`src/rtl/irqv_pkg.sv`:
```
package irqv_pkg;

  localparam int DataW = 32;
  localparam int AddrW = 3;

  // word indices of the register map
  typedef enum logic [AddrW-1:0] {
    RegStatus  = 3'd0,
    RegPending = 3'd1,
    RegEnable  = 3'd2,
    RegAck     = 3'd3,
    RegSetEn   = 3'd4,
    RegClrEn   = 3'd5,
    RegVector  = 3'd6,
    RegMaster  = 3'd7
  } irqvReg_e;

  // write strobes from control to datapath
  typedef struct packed {
    logic loadEn;
    logic setEn;
    logic clrEn;
    logic ack;
    logic loadMaster;
  } irqvStrobe_t;

endpackage

```
`src/rtl/irqv_prio.sv`:
```
module irqv_prio #(
  parameter int Width = 32,
  localparam int OutW = 32
) (
  input  logic [Width-1:0] req,
  output logic [OutW-1:0]  vector
);

  // scan from the top down so the lowest index is the last to win
  always_comb begin
    vector = {OutW{1'b1}};
    for (int i = Width - 1; i >= 0; i--) begin
      if (req[i]) vector = OutW'(i);
    end
  end

endmodule

```
`src/rtl/irqv_ctrl.sv`:
```
module irqv_ctrl
  import irqv_pkg::*;
(
  input  logic             busSel,
  input  logic             busWe,
  input  logic [AddrW-1:0] busAddr,
  input  logic [DataW-1:0] statusQ,
  input  logic [DataW-1:0] pendingQ,
  input  logic [DataW-1:0] enableQ,
  input  logic [DataW-1:0] vectorQ,
  input  logic [1:0]       masterQ,
  output irqvStrobe_t      stb,
  output logic [DataW-1:0] busRdata
);

  logic wrEn;
  irqvReg_e regSel;

  assign wrEn   = busSel & busWe;
  assign regSel = irqvReg_e'(busAddr);

  always_comb begin
    stb            = '0;
    stb.loadEn     = wrEn && (regSel == RegEnable);
    stb.setEn      = wrEn && (regSel == RegSetEn);
    stb.clrEn      = wrEn && (regSel == RegClrEn);
    stb.ack        = wrEn && (regSel == RegAck);
    stb.loadMaster = wrEn && (regSel == RegMaster);
  end

  always_comb begin
    unique case (regSel)
      RegStatus:  busRdata = statusQ;
      RegPending: busRdata = pendingQ;
      RegEnable:  busRdata = enableQ;
      RegVector:  busRdata = vectorQ;
      RegMaster:  busRdata = {{(DataW-2){1'b0}}, masterQ};
      default:    busRdata = '0;
    endcase
  end


  always_comb begin
    strobe_onehot_chk: assert ($onehot0(stb));
  end

endmodule

```
`src/rtl/irqv_datapath.sv`:
```
module irqv_datapath
  import irqv_pkg::*;
#(
  parameter int NumSrc = 8,
  parameter logic [DataW-1:0] EdgeMask = 32'h0000_000F,
  localparam int IdxW = $clog2(DataW),
  localparam logic [DataW-1:0] ValidMask =
    (NumSrc >= DataW) ? {DataW{1'b1}} : DataW'((64'd1 << NumSrc) - 64'd1)
) (
  input  logic             clk,
  input  logic             rstN,
  input  logic [DataW-1:0] irqIn,
  input  irqvStrobe_t      stb,
  input  logic [DataW-1:0] wdata,
  output logic [DataW-1:0] statusQ,
  output logic [DataW-1:0] pendingQ,
  output logic [DataW-1:0] enableQ,
  output logic [DataW-1:0] vectorQ,
  output logic [1:0]       masterQ,
  output logic             irqOut
);

  logic [DataW-1:0] prevIn;
  logic [DataW-1:0] riseIn;
  logic [DataW-1:0] setReq;
  logic [DataW-1:0] ackMask;
  logic [DataW-1:0] statusD;
  logic [DataW-1:0] enableD;

  assign riseIn  = irqIn & ~prevIn;
  assign setReq  = ((riseIn & EdgeMask) | (irqIn & ~EdgeMask)) & ValidMask;
  assign ackMask = stb.ack ? wdata : '0;
  // acknowledge wins over a capture in the same cycle
  assign statusD = (statusQ | setReq) & ~ackMask;

  always_comb begin
    enableD = enableQ;
    if (stb.loadEn)     enableD = wdata & ValidMask;
    else if (stb.setEn) enableD = enableQ | (wdata & ValidMask);
    else if (stb.clrEn) enableD = enableQ & ~wdata;
  end

  always_ff @(posedge clk or negedge rstN) begin
    if (!rstN) begin
      prevIn  <= '0;
      statusQ <= '0;
      enableQ <= '0;
      masterQ <= '0;
    end else begin
      prevIn  <= irqIn;
      statusQ <= statusD;
      enableQ <= enableD;
      if (stb.loadMaster) masterQ <= wdata[1:0];
    end
  end

  assign pendingQ = statusQ & enableQ;
  assign irqOut   = (&masterQ) & (|pendingQ);

  irqv_prio #(.Width(DataW)) uPrio (
    .req    (pendingQ),
    .vector (vectorQ)
  );


  ack_clears_chk: assert property (@(posedge clk) disable iff (!rstN)
    stb.ack |=> ((statusQ & $past(wdata)) == '0));


  set_alias_chk: assert property (@(posedge clk) disable iff (!rstN)
    stb.setEn |=> ((enableQ & $past(wdata & ValidMask)) == $past(wdata & ValidMask)));


  clear_alias_chk: assert property (@(posedge clk) disable iff (!rstN)
    stb.clrEn |=> ((enableQ & $past(wdata)) == '0));


  edge_needs_rise_chk: assert property (@(posedge clk) disable iff (!rstN)
    (((statusQ & ~$past(statusQ)) & EdgeMask) & ~$past(irqIn & ~prevIn)) == '0);


  inert_sources_chk: assert property (@(posedge clk) disable iff (!rstN)
    ((statusQ | enableQ) & ~ValidMask) == '0);


  vector_lowest_chk: assert property (@(posedge clk) disable iff (!rstN)
    (vectorQ != {DataW{1'b1}}) |->
      (pendingQ[vectorQ[IdxW-1:0]] &&
       ((pendingQ & ((DataW'(1) << vectorQ[IdxW-1:0]) - DataW'(1))) == '0)));


  vector_idle_chk: assert property (@(posedge clk) disable iff (!rstN)
    (pendingQ == '0) |-> (vectorQ == {DataW{1'b1}}));


  master_gate_chk: assert property (@(posedge clk) disable iff (!rstN)
    (stb.loadMaster && (wdata[1:0] != 2'b11)) |=> !irqOut);

endmodule

```
`src/rtl/irq_vector_ctrl.sv`:
```
module irq_vector_ctrl
  import irqv_pkg::*;
#(
  parameter int NumSrc = 8,
  parameter logic [31:0] EdgeMask = 32'h0000_000F
) (
  input  logic        clk,
  input  logic        rstN,
  input  logic [31:0] irqIn,
  input  logic        busSel,
  input  logic        busWe,
  input  logic [2:0]  busAddr,
  input  logic [31:0] busWdata,
  output logic [31:0] busRdata,
  output logic        irqOut
);

  irqvStrobe_t      stb;
  logic [DataW-1:0] statusQ;
  logic [DataW-1:0] pendingQ;
  logic [DataW-1:0] enableQ;
  logic [DataW-1:0] vectorQ;
  logic [1:0]       masterQ;

  irqv_ctrl uCtrl (
    .busSel   (busSel),
    .busWe    (busWe),
    .busAddr  (busAddr),
    .statusQ  (statusQ),
    .pendingQ (pendingQ),
    .enableQ  (enableQ),
    .vectorQ  (vectorQ),
    .masterQ  (masterQ),
    .stb      (stb),
    .busRdata (busRdata)
  );

  irqv_datapath #(.NumSrc(NumSrc), .EdgeMask(EdgeMask)) uData (
    .clk      (clk),
    .rstN     (rstN),
    .irqIn    (irqIn),
    .stb      (stb),
    .wdata    (busWdata),
    .statusQ  (statusQ),
    .pendingQ (pendingQ),
    .enableQ  (enableQ),
    .vectorQ  (vectorQ),
    .masterQ  (masterQ),
    .irqOut   (irqOut)
  );

endmodule

```
`config.mk`:
```
export PLATFORM = sky130hd
export DESIGN_NAME = irq_vector_ctrl
export DESIGN_NICKNAME = d
export VERILOG_FILES = /design/src/rtl/irqv_pkg.sv /design/src/rtl/irqv_prio.sv /design/src/rtl/irqv_ctrl.sv /design/src/rtl/irqv_datapath.sv /design/src/rtl/irq_vector_ctrl.sv
export SDC_FILE = /design/constraint.sdc
export NUM_CORES = 1
export LEC_CHECK = 0
export ABC_AREA = 1
export BUFFER_PORTS_ARGS = -buffer_cell sky130_fd_sc_hd__buf_2
export CORE_MARGIN = 2
export CORE_UTILIZATION = 48
export DETAILED_ROUTE_END_ITERATION = 7
export PLACE_DENSITY = 0.84
export SETUP_SLACK_MARGIN = 0.5
export SYNTH_ARGS = -nofsm -noshare
export SYNTH_HDL_FRONTEND = slang
export SYNTH_SLANG_ARGS = --single-unit
```
`constraint.sdc`:
```
create_clock -name clk -period 1.8 [get_ports clk]
set_input_delay 0.18 -clock clk [delete_from_list [all_inputs] [get_ports clk]]
set_output_delay 0.18 -clock clk [all_outputs]
set_load 0.1 [all_outputs]
```
======== Word-level counts from Yosys, hierarchy flattened ========
Cells that the tools add are included.
word-level totals
  RAM bits ................................ 0
  bits in registers ....................... 70
  ROM bits ................................ 0
  logic and storage cells ................. 69
  output and inout bits ................... 33
  memories kept ........................... 0
  bits in latches ......................... 0
  input port bits ......................... 71
cells by class
  $mul .................................... 0
  add/subtract/negate cells ............... 0
  bitwise logic cells ..................... 12
  reduce and logical (&&, ||, !) cells .... 9
  divide/modulo/power cells ............... 0
  mux-type cells .......................... 37
  equality and inequality tests ........... 7
  shift-type cells ........................ 0
  order comparisons ....................... 0
operator list
  operator              number
  $mux W32              36
  $pmux W32 S5          1
  $and A32 B32 Y32      3
  $not A32 Y32          2
  $or A32 B8 Y32        2
  $reduce_or A32 Y1     1
  $eq A3 B3 Y1 const B  4
  $or A4 B8 Y8          1
  $eq A3 B2 Y1 const B  2
  $logic_and A1 B1 Y1   5
  $and A4 B4 Y4         1
  $not A4 Y4            1
  $eq A3 B1 Y1 const B  1
  $logic_not A3 Y1      1
  $reduce_bool A3 Y1    1
  $and A1 B1 Y1         2
  $reduce_and A2 Y1     1

======== Depth between registers and ports, before layout ========
  word-level depth ........................ 34
  gate-level depth with buffers ........... 33
  depth with buffers taken out ............ 33

======== Modules after synthesis ========
Synthesis repeated with hierarchy kept, for this count alone.
unflattened totals
  cells, all modules ...................... 647
  area total of the unflattened synthesis .. 4667.0 um2
modules (own cells, without submodules)
  module         seq. area each (um2)  cells each  area an instance (um2)  times used
  irqv_datapath  1751.7                315         2985.4                  1
  irqv_ctrl      0.0                   207         1074.8                  1
  irqv_prio      0.0                   125         606.8                   1

======== Worst setup path before layout ========
Ideal clock, no wire load.
  path kind ............................... reg-to-output
  start ................................... reg with a tool-made name
  end ..................................... out irqOut
  path buffers ............................ 0
  arrival time ............................ 2.848 ns
  slack ................................... -1.228 ns
  stages on the path, launching flop included .. 8
  data required time ...................... 1.620 ns
  cells stage by stage .................... dfrtp_1 nand2_2 nand2_1 nor2_1 nand4_1 nor2_1 nor4b_1 nor3_1
RTL lines
  element           line                   source
  end: declaration  irq_vector_ctrl.sv:15  output logic irqOut

======== Final worst setup path ========
  start ................................... reg uData.enableQ[30]
  end ..................................... out busRdata[0]
on the way
  longest elaborated chain between the ends .. 33
RTL lines
  element                   line                   source
  start: declaration        irqv_datapath.sv:17    output logic [DataW-1:0] enableQ,
  start signal: assignment  irqv_datapath.sv:52    enableQ <= enableD;
  $and A32 B32 Y32          irqv_datapath.sv:57    assign pendingQ = statusQ & enableQ;
  $mux W32 (31 in a row)    irqv_prio.sv:13        if (req[i]) vector = OutW'(i);
  $pmux W32 S5              irqv_ctrl.sv:32        unique case (regSel)
  end: declaration          irq_vector_ctrl.sv:14  output logic [31:0] busRdata,
No other way between the ends.

==> summary.md <==
| Metric | Value |
|---|---|
| CTS tree | yes |
| Post-synth EDFFs | 0 |
| Ys flop type | dfrtp_1 |
| Internal power | 3.00 mW |
| Gr usage total | 43.2% |
| Filler instances | 314 |
| First-pass GRT wire length | 28.6 mm |
| Pins Over Slew Limit | 0 |
| Final wirelength | 21.4 mm |
| Combinational Power Share | 37.3% |
| R2r worst-path depth | 5 |
| Static Leak | 3.82 nW |
| Worst setup EP type | output pin |
| Clock transition at path regs | 80 ps |
| Pwr/cell area | 705 nW/um^2 |
| Reg power frac | 37.6% |
| Area grow syn2layout | 78.5% |
| Core Area | 7770 sq um |
| Cell variety after synth | 22 |
| Critical Path RT | 1620 ps |
| Detailed placement HPWL | 8.87 mm |
| Antenna violation net count after detailed routing | 0 |
| Top cells by area, synth | dfrtp_1 (45%), nand2_1 (12%), inv_1 (10%), a21oi_1 (7.0%), o22ai_1 (5.3%) |
| CP max FO | 2 |
| Syn nets | 596 |
| First-pass DRT Iterations | 8 |
| Largest net degree at the start of global routing | 71 |
| Reg-to-reg startpoint | uData.statusQ[3] |
| Startpoint Class | register |
| Routability Congestion | 0.851 |
| Total CTS buffers | 9 |
| Max-Cap Viols | 0 |
| Worst VDD drop | 0.000696 V |
| CTS H-tree depth | 3 |
| Clock skew | 0.579 ps |
| Die Ht | 93.8 um |
| Fin crit period | 3810 ps |
| Failing checks | design-rule violations, negative setup slack |
| Min-delay worst type | primary input to register |
| Mapped Area | 3870 sq um |
| Final net count | 803 |
| Worst-Margin Slew | 635 ps |
| Min Hold Slack | 62.0 ps |
| Status | finished with violations |
| Yosys Warn Count | 0 |
| Synth Register Bits | 70 |
| Remaining DRCs | 1 |
| Slew HR | 57.6% |
| Die area | 8790 sq um |
| Initial core utilization | 49.8% |
| CP Launch Point | uData.enableQ[30] |
| Total grt overflow | 0 |
| Initial antenna violation count | 0 |
| Worst-Skew Late Latency | 370 ps |
| Cell taking the most area after synthesis | dfrtp_1 |
| Vias in the first global route | 5,617 |
| Syn Inst Count | 525 |
| Iter 0 DRT Violations | 928 |
| Post-synth ARST share | 100% |
| Hold Path End | uData.statusQ[6] |
| Slack of the worst reg-to-reg path | 710 ps |
| Die X-Extent | 93.8 um |
| Drt via density | 6.81 |
| Clock Tree Root | clkbuf_8 |
| Sequential share of the synthesized area | 45.3% |
| Critical path class | register to output pin |
| Share of layout cells above drive strength 1 | 44.9% |
| Drt wl/cell | 25.5 um |
| Period Utilization, post-route | 212% |
| Setup violations, final | 33 |
| Unrepaired setup endpoints after global routing | yes |
| Top-area cell type share of the netlist area | 45.3% |
| WP data arrival | 3630 ps |
| Final core occ | 88.9% |
| F_max | 262 MHz |
| FF-to-FF End | uData.statusQ[3] |
| IO buf count | 79 |
| Worst path max stage delay | 400 ps |
| FP Rows | 32 |
| Clk pwr share | 25.1% |
| HP Start | irqIn[6] |
| Via count | 5,699 |
| Pwr Total | 4.87 mW |
| Diode count | 0 |
| Clock sinks | 70 |
| Crit-path most repeated cell | nand2_1 |
| Slowest CP cell | dfrtp_1 |
| Cells on Worst Hold Path | 3 |
| Switch share | 38.4% |
| Longest Clk Path Bufs | 2 |
| Psw | 1.87 mW |
| Io pins | 104 |
| Final Hold Vio Count | 0 |
| Post-Syn Area per Cell | 7.37 sq um |
| PnR worst setup slack | -2010 ps |
[layer usage]
layer | vias up | wire [um] | share of wire (%) | global-route usage, %
met3 | 320 | 3130 | 15 | 13.6
li1 | 2100 | - | - | -
met2 | 725 | 9170 | 43 | 69.2
met5 | - | 0 | 0 | 3.21
met1 | 2554 | 6570 | 31 | 47.5
met4 | 0 | 2500 | 12 | 32.6
[power by group through the flow]
stage,registers [mW],clock network [mW],logic [mW]
2_1_floorplan,1.82,0,0.864
3_3_place_gp,1.81,0,1.41
3_5_place_dp,1.83,0,1.46
4_1_cts,1.80,1.17,1.58
5_1_grt,1.84,1.25,1.86
6_report,1.83,1.22,1.81
[through the flow]
step / TNS [ps] / cells / setup slack, ps / cell area [sq um]
floorplan: -9200 / 525 / -352 / 4400
global placement: -7300 / 779 / -579 / 6040
detailed placement: -8630 / 779 / -624 / 6040
CTS: -20420 / 822 / -1190 / 6670
global route: -31240 / 837 / -2140 / 6910
finish: -29430 / 837 / -2010 / 6910
[cell type report]
| cell class | count | area, sq um | share of cell area (%) |
|---|---|---|---|
| clock buffer | 13 | 169 | 2.45 |
| tap | 102 | 128 | 1.85 |
| sequential | 70 | 1750 | 25.4 |
| clock inverter | 1 | 5.00 | 0.0725 |
| multi-input combinational | 328 | 2330 | 33.8 |
| inverter | 109 | 413 | 5.98 |
| timing repair buffer | 214 | 2110 | 30.5 |
[logic make-up after synthesis]
family / after synthesis / synth area share (%)
buf+inv: 128 / 12.5
compound gates: 143 / 20.8
flops: 70 / 45.3
simple gates: 184 / 21.5
[critical path, delay by kind of cell (launching register included)]
| kind | cells | cell delay (ps) |
|---|---|---|
| simple gates | 32 | 2610 |
| flops | 1 | 400 |
| buf+inv | 2 | 220 |
[worst max-delay path by stage]
stage,slack [ps],to,cells past startpoint
final,-2010,busRdata[0],34
after global routing,-2140,busRdata[0],34
after CTS,-1190,busRdata[0],34
after detailed placement,-620,busRdata[0],34
after global placement,-580,busRdata[0],34
after floorplan,-350,busRdata[0],33
[what timing repair did]
item / in CTS / in global routing
hold endpoints to repair: 74 / 0
pin swaps: 12 / 11
setup endpoints to repair: 59 / 65
gates cloned: 2 / 0
buffers inserted: 22 / 15
hold buffers: 5 / 0
gates resized for setup: 46 / 36
[cells in the mapped netlist, types with 6 or more instances]
cell type	n
nand2_1	121
inv_1	105
dfrtp_1	70
a21oi_1	54
o21ai_0	38
o22ai_1	33
nor2_1	21
nand2_2	20
clkbuf_1	19
nand2_4	9
o211ai_1	8
nor3_1	6
[cell usage in the layout, fill, tap and decap left out, types with 5 or more instances in the layout]
| cell | count |
|---|---|
| a21oi_1 | 48 |
| buf_12 | 43 |
| buf_2 | 46 |
| buf_4 | 108 |
| buf_6 | 10 |
| clkbuf_8 | 12 |
| dfrtp_1 | 70 |
| dlygate4sd3_1 | 5 |
| inv_1 | 103 |
| nand2_1 | 73 |
| nand2_2 | 37 |
| nand2_4 | 17 |
| nand2_8 | 23 |
| nor2_1 | 13 |
| nor2_4 | 6 |
| o211ai_1 | 8 |
| o21ai_0 | 33 |
| o21ai_1 | 6 |
| o22ai_1 | 33 |
Power figures use the tool's default switching activity.
